===== src/rtl/ssp_pkg.sv =====
package ssp_pkg;
  localparam int FRAME_BITS = 8;
  localparam int PH_W       = 4;
  localparam int BIT_W      = $clog2(FRAME_BITS);

  typedef logic [PH_W-1:0] phase_t;

  // clocks per bit
  function automatic phase_t bit_period(input logic fast);
    return fast ? phase_t'(4) : phase_t'(12);
  endfunction

  // clocks from data change to falling shift clock
  function automatic phase_t data_lead(input logic fast);
    return fast ? phase_t'(1) : phase_t'(3);
  endfunction

  // clocks the shift clock stays low
  function automatic phase_t low_len(input logic fast);
    return fast ? phase_t'(2) : phase_t'(6);
  endfunction
endpackage


===== src/rtl/ssp_timer.sv =====
module ssp_timer
  import ssp_pkg::*;
(
  input  logic clk,
  input  logic rst_n,
  input  logic start_i,
  input  logic fast_i,
  output logic busy_o,
  output logic sclk_o,
  output logic last_bit_o,
  output logic ev_sample_o,
  output logic ev_bit_end_o,
  output logic ev_frame_end_o
);
  logic             rate_q;
  phase_t           ph_q;
  logic [BIT_W-1:0] bit_q;
  logic             in_low;
  phase_t           per, lead, low;

  assign per  = bit_period(rate_q);
  assign lead = data_lead(rate_q);
  assign low  = low_len(rate_q);

  assign in_low         = busy_o && (ph_q >= lead) && (ph_q < lead + low);
  assign sclk_o         = !in_low;
  assign last_bit_o     = (bit_q == BIT_W'(FRAME_BITS - 1));
  assign ev_sample_o    = busy_o && (ph_q == lead + low - phase_t'(1));
  assign ev_bit_end_o   = busy_o && (ph_q == per - phase_t'(1));
  assign ev_frame_end_o = ev_bit_end_o && last_bit_o;

  always_ff @(posedge clk or negedge rst_n) begin
    if (!rst_n) begin
      busy_o <= 1'b0;
      rate_q <= 1'b0;
      ph_q   <= '0;
      bit_q  <= '0;
    end else if (!busy_o) begin
      if (start_i) begin
        busy_o <= 1'b1;
        rate_q <= fast_i;
        ph_q   <= '0;
        bit_q  <= '0;
      end
    end else if (ev_bit_end_o) begin
      ph_q <= '0;
      if (last_bit_o) busy_o <= 1'b0;
      else            bit_q  <= bit_q + BIT_W'(1);
    end else begin
      ph_q <= ph_q + phase_t'(1);
    end
  end

  assert_idle_high_R1: assert property (@(posedge clk) disable iff (!rst_n)
    !busy_o |-> sclk_o);
  assert_sample_in_low_R6: assert property (@(posedge clk) disable iff (!rst_n)
    ev_sample_o |-> !sclk_o);
  assert_rate_hold_R9: assert property (@(posedge clk) disable iff (!rst_n)
    (busy_o && $past(busy_o)) |-> $stable(rate_q));
endmodule


===== src/rtl/ssp_shifter.sv =====
module ssp_shifter
  import ssp_pkg::*;
(
  input  logic                  clk,
  input  logic                  rst_n,
  input  logic                  load_i,
  input  logic [FRAME_BITS-1:0] load_byte_i,
  input  logic                  shift_i,
  input  logic                  sample_i,
  input  logic                  last_i,
  input  logic                  sd_i,
  output logic                  tx_bit_o,
  output logic                  rx_done_o,
  output logic [FRAME_BITS-1:0] rx_byte_o
);
  logic [FRAME_BITS-1:0] tx_q, rx_q, rx_next;

  assign rx_next   = {sd_i, rx_q[FRAME_BITS-1:1]};
  assign rx_done_o = sample_i && last_i;
  assign tx_bit_o  = tx_q[0];

  always_ff @(posedge clk or negedge rst_n) begin
    if (!rst_n) begin
      tx_q      <= '1;
      rx_q      <= '0;
      rx_byte_o <= '0;
    end else begin
      if (load_i)       tx_q      <= load_byte_i;
      else if (shift_i) tx_q      <= {1'b1, tx_q[FRAME_BITS-1:1]};
      if (sample_i)     rx_q      <= rx_next;
      if (rx_done_o)    rx_byte_o <= rx_next;
    end
  end
endmodule


===== src/rtl/ssp_flag.sv =====
module ssp_flag (
  input  logic clk,
  input  logic rst_n,
  input  logic set_i,
  input  logic clr_i,
  output logic flag_o
);
  always_ff @(posedge clk or negedge rst_n) begin
    if (!rst_n)     flag_o <= 1'b0;
    else if (set_i) flag_o <= 1'b1;
    else if (clr_i) flag_o <= 1'b0;
  end
endmodule


===== src/rtl/sync_shift_port.sv =====
module sync_shift_port
  import ssp_pkg::*;
(
  input  logic       clk,
  input  logic       rst_n,
  input  logic       rate_fast_i,
  input  logic       wr_stb_i,
  input  logic [7:0] wr_byte_i,
  output logic [7:0] rd_byte_o,
  input  logic       rx_en_i,
  output logic       tx_done_o,
  output logic       rx_full_o,
  input  logic       tx_done_clr_i,
  input  logic       rx_full_clr_i,
  output logic       sd_o,
  input  logic       sd_i,
  output logic       sd_oe_o,
  output logic       sclk_o
);
  logic busy, last_bit, ev_sample, ev_bit_end, ev_frame_end;
  logic tx_start, rx_start, is_tx_q, tx_bit, rx_done, tx_set;

  assign tx_start = !busy && wr_stb_i;
  assign rx_start = !busy && !wr_stb_i && rx_en_i && !rx_full_o;
  assign tx_set   = ev_frame_end && is_tx_q;

  always_ff @(posedge clk or negedge rst_n) begin
    if (!rst_n)                     is_tx_q <= 1'b0;
    else if (tx_start || rx_start)  is_tx_q <= tx_start;
  end

  ssp_timer u_timer (
    .clk(clk), .rst_n(rst_n), .start_i(tx_start || rx_start), .fast_i(rate_fast_i),
    .busy_o(busy), .sclk_o(sclk_o), .last_bit_o(last_bit), .ev_sample_o(ev_sample),
    .ev_bit_end_o(ev_bit_end), .ev_frame_end_o(ev_frame_end)
  );

  ssp_shifter u_shift (
    .clk(clk), .rst_n(rst_n), .load_i(tx_start), .load_byte_i(wr_byte_i),
    .shift_i(ev_bit_end && is_tx_q), .sample_i(ev_sample && !is_tx_q),
    .last_i(last_bit), .sd_i(sd_i), .tx_bit_o(tx_bit), .rx_done_o(rx_done),
    .rx_byte_o(rd_byte_o)
  );

  ssp_flag u_tx_flag (.clk(clk), .rst_n(rst_n), .set_i(tx_set),
                      .clr_i(tx_done_clr_i), .flag_o(tx_done_o));
  ssp_flag u_rx_flag (.clk(clk), .rst_n(rst_n), .set_i(rx_done),
                      .clr_i(rx_full_clr_i), .flag_o(rx_full_o));

  assign sd_oe_o = busy && is_tx_q;
  assign sd_o    = sd_oe_o ? tx_bit : 1'b1;

  assert_tx_done_source_R5: assert property (@(posedge clk) disable iff (!rst_n)
    $rose(tx_done_o) |-> $past(ev_frame_end && is_tx_q));
  assert_rx_full_source_R7: assert property (@(posedge clk) disable iff (!rst_n)
    $rose(rx_full_o) |-> $past(ev_sample && last_bit));
  assert_no_rx_when_full_R8: assert property (@(posedge clk) disable iff (!rst_n)
    (!busy && rx_full_o && !wr_stb_i) |=> !busy);
  assert_oe_only_tx_R4: assert property (@(posedge clk) disable iff (!rst_n)
    (busy && !is_tx_q) |-> !sd_oe_o);
endmodule


===== config.mk =====
export PLATFORM = sky130hd
export DESIGN_NAME = sync_shift_port
export DESIGN_NICKNAME = d
export VERILOG_FILES = /design/src/rtl/ssp_pkg.sv /design/src/rtl/ssp_timer.sv /design/src/rtl/ssp_shifter.sv /design/src/rtl/ssp_flag.sv /design/src/rtl/sync_shift_port.sv
export SDC_FILE = /design/constraint.sdc
export NUM_CORES = 1
export LEC_CHECK = 0
export ABC_CLOCK_PERIOD_IN_PS = 2100
export CORE_AREA = 2 2 73 75
export DETAILED_ROUTE_END_ITERATION = 12
export DIE_AREA = 0 0 75 77
export DONT_BUFFER_PORTS = 1
export GPL_TIMING_DRIVEN = 0
export PLACE_DENSITY = 0.42
export RECOVER_POWER = 25
export SLEW_MARGIN = 20
export SYNTH_ARGS = -nofsm -noshare
export SYNTH_HDL_FRONTEND = slang
export SYNTH_SLANG_ARGS = --single-unit

===== constraint.sdc =====
create_clock -name clk -period 2.1 [get_ports clk]
set_input_delay 0.105 -clock clk [delete_from_list [all_inputs] [get_ports clk]]
set_output_delay 0.105 -clock clk [all_outputs]
set_load 0.05 [all_outputs]

==> reports/results.txt, run 1 <==
maximum operating frequency = 0.4986 GHz
maximum clock skew at final layout = 7.003 ps
number of inserted filler cells in the final layout = 492
dominant combinational cell family by area after synthesis = multiplexers
relative area change from synthesis to final layout = 23.14%
compound-gate portion of the synthesized area = 9.752%
die span in y = 77 µm
number of max-cap violations = 1
initial antenna violation count = 0
final weighted congestion in routability-driven placement = 0.6455
pin count of the biggest net entering global routing = 36
cells after synthesis = 131
result of the run = finished, violations left
fraction of final layout cells sized beyond drive strength 1 = 34.44%
router iterations before antenna repair = 4
post-synthesis share of cell area spent on full adders, half adders and majority gates = 4.644%
x dimension of the die = 75 µm
CTS tree = yes
number of diodes = 0
via count of the first global-routing pass = 1086
global-route wire length before repair = 5395 µm
area of the mapped netlist = 1617 µm²
startpoint type of the worst setup path = flop
total power density per cell area = 1512 nW/µm²
unrepaired setup endpoints after global routing = false
area used by multi-input combinational logic = 725.7 µm²
worst-path cell with the longest stage delay = sky130_fd_sc_hd__nand3b_1
measured slew at the worst slew-check pin = 1585 ps
Worst Setup Path Type = flop to output pin
buffer levels on the longest clock path = 2
Leakage Power = 0.0009393 µW
Via density = 4.796
post-synth cell types = 29
Port-buffer cells = 0
Yosys Warn Count = 0
global-route usage over all layers = 12.35%
syn_area_per_cell = 12.34 µm²
area of the core = 4977 µm²
WP data arrival = 1900 ps
hpwl dp = 2125 µm
number of flops mapped to enable cells by yosys = 0
total count of max-transition violations in the final report = 36
required time at the worst-slack endpoint = 2000 ps
Routed WL per cell = 14.00 µm
Final min period = 2006 ps
clock root buffer = sky130_fd_sc_hd__clkbuf_8
later-pin clock latency in the skew report = 280 ps
worst relative slew slack = -5.638%
Ports = 29
Die Area = 5775 µm²
post-route antenna net violation count = 0
aggregate routed wire length = 3093 µm
final hold slack = 6.742 ps
Worst Hold Class = primary input to flop
Critical Path Max Stage Delay = 430 ps
CP endpoint kind = output pin
Max rail drop VDD = 534.3 µV
Storage cell area = 885.9 µm²
violated checks = capacitance limit, slew limit
syn_nets = 153
sequential share of the synthesized area = 54.80%
number of register bits inferred by synthesis = 35
share of flip-flops with an asynchronous set or reset after synthesis = 100.0%
Final Non-Filler Cells = 221
Worst Path Max Fanout = 3
deepest level of the CTS H-tree = 2
share of the synthesized netlist area taken by xor and xnor gates = 0%
Critical Path, Cell by Cell = inv_2 > ha_4 > inv_4 > a2111oi_4 > a21oi_2 > nand3b_1
share of the clock period used by the worst path after layout = 95.51%
clk slew on worst S/H paths = 80 ps
overall power consumption = 3009 µW
placed cell count = 201
total clock buffers created by CTS = 5
count of routing violations after the opening detailed-route iteration = 43
number of vias after detailed routing = 1060
area share of and/or/nand/nor cells after synthesis = 12.85%
Std-Cell Rows = 26
Most used DFF post-synth = sky130_fd_sc_hd__dfrtp_1
total grt overflow = 0
final setup violation count = 0
DRC violation count after routing = 0
final-layout setup total negative slack = 0 ps
number of clock sinks = 35
Layout Nets = 172
initial cell density of the core = 32.48%
post-synthesis mux area share = 15.48%
Fin. Hold Viols = 0
through the flow:
step / setup slack, ps / area (µm²) / utilization [%]
3_5_place_dp: 209.5 / 1704 / 34.24
4_1_cts: 10.49 / 1934 / 38.86
5_1_grt: 5.671 / 1991 / 40.00
6_report: 94.36 / 1991 / 40.00
3_3_place_gp: 322.8 / 1704 / 34.24
2_1_floorplan: 409.0 / 1617 / -
path summary, 6_finish.rpt:
kind                       cells past startpoint  slack (ps)                   startpoint                                to
max                                            6          90   u_timer.rate_q$_DFFE_PN0P_                            sclk_o
min                                            2           7                 wr_byte_i[2]       u_shift.tx_q[2]$_DFFE_PN1P_
min reg2reg                                    2         510  u_shift.tx_q[5]$_DFFE_PN1P_       u_shift.tx_q[5]$_DFFE_PN1P_
min in group asynchronous                      2         860                        rst_n  u_shift.rx_byte_o[6]$_DFFE_PN0P_
max reg2reg                                    6         150   u_timer.rate_q$_DFFE_PN0P_      u_timer.bit_q[0]$_DFFE_PN0P_
max in group asynchronous                      2         320                        rst_n      u_rx_flag.flag_o$_DFFE_PN0P_
where the power goes:
group	switching [µW]	total, µW	internal (µW)
clock network	250	723	473
logic	584	1070	487
registers	276	1220	939
cell usage after synthesis, types with 2 or more instances:
cell | n | area (µm²)
sky130_fd_sc_hd__a21bo_2 | 2 | 20.02
sky130_fd_sc_hd__a21oi_1 | 10 | 50.05
sky130_fd_sc_hd__buf_2 | 2 | 10.01
sky130_fd_sc_hd__dfrtp_1 | 27 | 675.7
sky130_fd_sc_hd__dfstp_2 | 8 | 210.2
sky130_fd_sc_hd__ha_1 | 6 | 75.07
sky130_fd_sc_hd__inv_1 | 6 | 22.52
sky130_fd_sc_hd__mux2_2 | 16 | 180.2
sky130_fd_sc_hd__mux2i_1 | 7 | 70.07
sky130_fd_sc_hd__nand2_1 | 7 | 26.28
sky130_fd_sc_hd__nand2b_1 | 3 | 18.77
sky130_fd_sc_hd__nand3_1 | 4 | 20.02
sky130_fd_sc_hd__nand3b_1 | 3 | 22.52
sky130_fd_sc_hd__nor2_1 | 10 | 37.54
sky130_fd_sc_hd__nor3_1 | 2 | 10.01
sky130_fd_sc_hd__o21ai_0 | 5 | 25.02
area by class of cell:
cell class              instances  area share, %
plain buffers                   3         0.8799
clock buffers                   5          3.457
clock inverters                 3          3.394
inverters                       6          1.257
multi-input cells              87          36.46
flip-flops and latches         35          44.50
well taps                      70          4.400
repair buffers                 12          5.657
cells by family after synthesis:
logic type,Yosys count
AOI/OAI and AO/OA,24
adders and majority gates,6
buffers and inverters,9
DFF,35
muxes,23
and+or+nand+nor,34
worst max-delay path, delay by kind of cell, from the launching register on:
| kind | cells | cell delay, ps |
|---|---|---|
| compound gates | 2 | 410 |
| fa+ha+maj | 1 | 280 |
| flops | 1 | 390 |
| buf+inv | 2 | 100 |
| simple gates | 1 | 430 |
flip-flops by register name, indices dropped and copies added (netlist names), 3 cells and up:
register / count
u_shift.tx_q: 8
u_shift.rx_q: 7
u_timer.bit_q: 3
u_shift.rx_byte_o: 8
u_timer.ph_q: 4
timing repair:
item	CTS	global route
setup endpoints to repair	1	1
hold buffers	7	1
gates resized for setup	2	6
pin swaps	0	1
setup buffers	1	3
hold endpoints to repair	41	1
cell usage in the layout, fill, tap and decap left out, types with 2 or more instances in the layout:
cell                             n
sky130_fd_sc_hd__buf_2           2
sky130_fd_sc_hd__nand2b_1        3
sky130_fd_sc_hd__nand2_1         7
sky130_fd_sc_hd__dfrtp_1        27
sky130_fd_sc_hd__mux2i_1         7
sky130_fd_sc_hd__buf_4           5
sky130_fd_sc_hd__nand3_1         4
sky130_fd_sc_hd__a21bo_2         2
sky130_fd_sc_hd__nand3b_1        3
sky130_fd_sc_hd__dfstp_2         8
sky130_fd_sc_hd__nor3_1          2
sky130_fd_sc_hd__a21oi_1         9
sky130_fd_sc_hd__clkbuf_8        5
sky130_fd_sc_hd__ha_1            5
sky130_fd_sc_hd__bufinv_16       2
sky130_fd_sc_hd__dlygate4sd3_1   7
sky130_fd_sc_hd__mux2_2         16
sky130_fd_sc_hd__inv_1           4
sky130_fd_sc_hd__nor2_1         10
sky130_fd_sc_hd__o21ai_0         5
per-layer routing:
metal,share of wire (%),global-route usage [%],wire length [µm]
met5,0,0,0
met2,49,17.81,1501
met4,1.4,3.750,42
met3,5.3,5.125,164
met1,45,16.78,1384
No activity file was read; power rests on OpenSTA's default activity.
==> run 2: changes to the inputs <==
Settings changed: ABC_CLOCK_PERIOD_IN_PS 2100 to 1700, PLACE_DENSITY 0.42 to 0.44.
Clock period 2.1 ns to 1.7 ns, I/O delays scaled along.
==> reports/results.txt, run 2 (synthesis gave the netlist of run 1 again) <==
Global Route met2 Usage = 20.70%
relative area change from synthesis to final layout = 29.18%
x dimension of the die = 75 µm
deepest level of the CTS H-tree = 2
core utilization of the finished layout = 41.96%
post-route antenna net violation count = 0
measured slew at the worst slew-check pin = 860.0 ps
Worst Path Max Fanout = 2
Via density = 4.729
Die Area = 5775 µm²
clk slew on worst S/H paths = 70 ps
hold-critical path depth = 2
clock share of power = 15.7%
area of the core = 4977 µm²
setup slack on the worst flop-to-flop path = -180 ps
CP endpoint kind = output pin
fraction of final layout cells sized beyond drive strength 1 = 38.36%
router iterations before antenna repair = 4
violated checks = setup timing
final setup violation count = 17
Std-Cell Rows = 26
count of routing violations after the opening detailed-route iteration = 31
via count of the first global-routing pass = 1211
total clock buffers created by CTS = 5
Leakage Power = 0.0009520 µW
WP data arrival = 1860 ps
Placement Setup Slack = -156.5 ps
global-route usage over all layers = 13.01%
hpwl dp = 2079 µm
GRT met3 Usage = 4.599%
startpoint type of the worst setup path = flop
Final min period = 1947 ps
placed cell count = 201
total count of max-transition violations in the final report = 0
die span in y = 77 µm
total power density per cell area = 1736 nW/µm²
Combinational Power Share = 42.6%
CTS tree = yes
global routing's busiest layer = met2
cell depth of the worst flop-to-flop path = 7
DRC violation count after routing = 0
most frequent standard cell in the layout excluding fill and tap cells = sky130_fd_sc_hd__dfrtp_1
number of vias after detailed routing = 1083
RR Endpoint = u_shift.rx_byte_o[5]$_DFFE_PN0P_
global-route wire length before repair = 5740 µm
end point of the worst hold path = u_timer.busy_o$_DFF_PN0_
Max rail drop VDD = 969.9 µV
final-layout setup total negative slack = -2442 ps
net switching component of the power = 1438 µW
buffer levels on the longest clock path = 2
number of clock sinks = 35
Worst Setup Path Type = flop to output pin
Ports = 29
top flop regs = u_shift.rx_byte_o: 8 flops, u_shift.tx_q: 8 flops, u_shift.rx_q: 7 flops
Routed WL per cell = 14.43 µm
required time at the worst-slack endpoint = 1620 ps
unrepaired setup endpoints after global routing = true
crit path setup slack, layout = -247.4 ps
clock root buffer = sky130_fd_sc_hd__clkbuf_8
register share of total power = 41.8%
internal power of the cells = 2187 µW
initial antenna violation count = 0
maximum operating frequency = 0.5135 GHz
Layout Nets = 180
Final Non-Filler Cells = 229
Worst R2R Start = u_timer.ph_q[1]$_DFFE_PN0P_
hold path start = wr_stb_i
maximum clock skew at final layout = 7.799 ps
aggregate routed wire length = 3305 µm
most frequent cells in the layout = sky130_fd_sc_hd__dfrtp_1, sky130_fd_sc_hd__mux2_2, sky130_fd_sc_hd__dlygate4sd3_1
Fin. Hold Viols = 0
later-pin clock latency in the skew report = 280 ps
Port-buffer cells = 0
switching part of the total = 39.67%
total grt overflow = 0
result of the run = finished, violations left
initial cell density of the core = 32.48%
final weighted congestion in routability-driven placement = 0.6998
number of max-cap violations = 0
Worst Hold Class = primary input to flop
met1 Use GR = 15.92%
pin count of the biggest net entering global routing = 36
overall power consumption = 3625 µW
worst relative slew slack = 42.67%
number of diodes = 0
share of the clock period used by the worst path after layout = 114.6%
## run 2: changes by cell type in the layout (fill, tap and decap cells not counted), sizes merged
cell          previous run  this run
clkbuf                   5         8
dlygate4sd3              7        13
buf                      7         8
clkinv                   0         1
nand4b                   1         2
dlymetal6s4s             1         0
inv                      6         5
bufinv                   2         0
## run 2: routing by layer
metal | wire length, µm | up-vias
met5 | 0 | -
met4 | 24 | 0
met3 | 202 | 2
met2 | 1668 | 24
met1 | 1410 | 538
li1 | - | 519
## run 2: per-stage QoR
step,hold slack [ps],instance area (µm²)
6_report,5.072,2088
5_1_grt,9.156,2088
4_1_cts,27.41,2076
3_5_place_dp,-210.0,1704
3_3_place_gp,-209.8,1704
2_1_floorplan,-210.6,1617
## run 2: worst max-delay path, stage by stage, from the launching register on
cell                        delay [ps]
sky130_fd_sc_hd__dfrtp_1           430
sky130_fd_sc_hd__ha_4              300
sky130_fd_sc_hd__inv_4              40
sky130_fd_sc_hd__a2111oi_4         320
sky130_fd_sc_hd__a21oi_2            50
sky130_fd_sc_hd__nand3b_1          440
## run 2: timing repair
| item | 4_1_cts | 5_1_grt |
|---|---|---|
| pin swaps | 5 | 2 |
| gates cloned | 1 | 0 |
| buffers inserted | 5 | 0 |
| hold buffers | 14 | 0 |
| endpoints found under the hold margin | 48 | 0 |
| setup endpoints to repair | 22 | 28 |
| resized for setup | 16 | 8 |
## run 2: power groups by stage
stage	Clock, µW	Sequential (µW)	Combinational [µW]
3_3_place_gp	0	1490	1060
2_1_floorplan	0	1440	959
4_1_cts	603	1510	1490
6_report	568	1510	1540
3_5_place_dp	0	1510	1090
5_1_grt	647	1560	1700
## run 2: how the worst max path moves through the flow
stage                     endpoint  cells after the start                         from  slack, ps
final                       sclk_o                      5  u_timer.ph_q[1]$_DFFE_PN0P_       -250
after global routing        sclk_o                      5  u_timer.ph_q[1]$_DFFE_PN0P_       -330
after CTS                   sclk_o                      5  u_timer.ph_q[1]$_DFFE_PN0P_       -290
after detailed placement    sclk_o                      5  u_timer.ph_q[1]$_DFFE_PN0P_       -160
after global placement      sclk_o                      5  u_timer.ph_q[1]$_DFFE_PN0P_        -70
after floorplan             sclk_o                      5  u_timer.ph_q[1]$_DFFE_PN0P_         30
## run 2: area by class of cell
cell class                 instances  area (µm²)
inverter                           6       28.78
multi-input combinational         88       805.8
clock inverter                     1       5.005
clock buffer                       7       76.32
tap                               70       87.58
buffer                             3       17.52
timing repair buffer              19       180.2
fill                             490        2889
sequential                        35       887.1
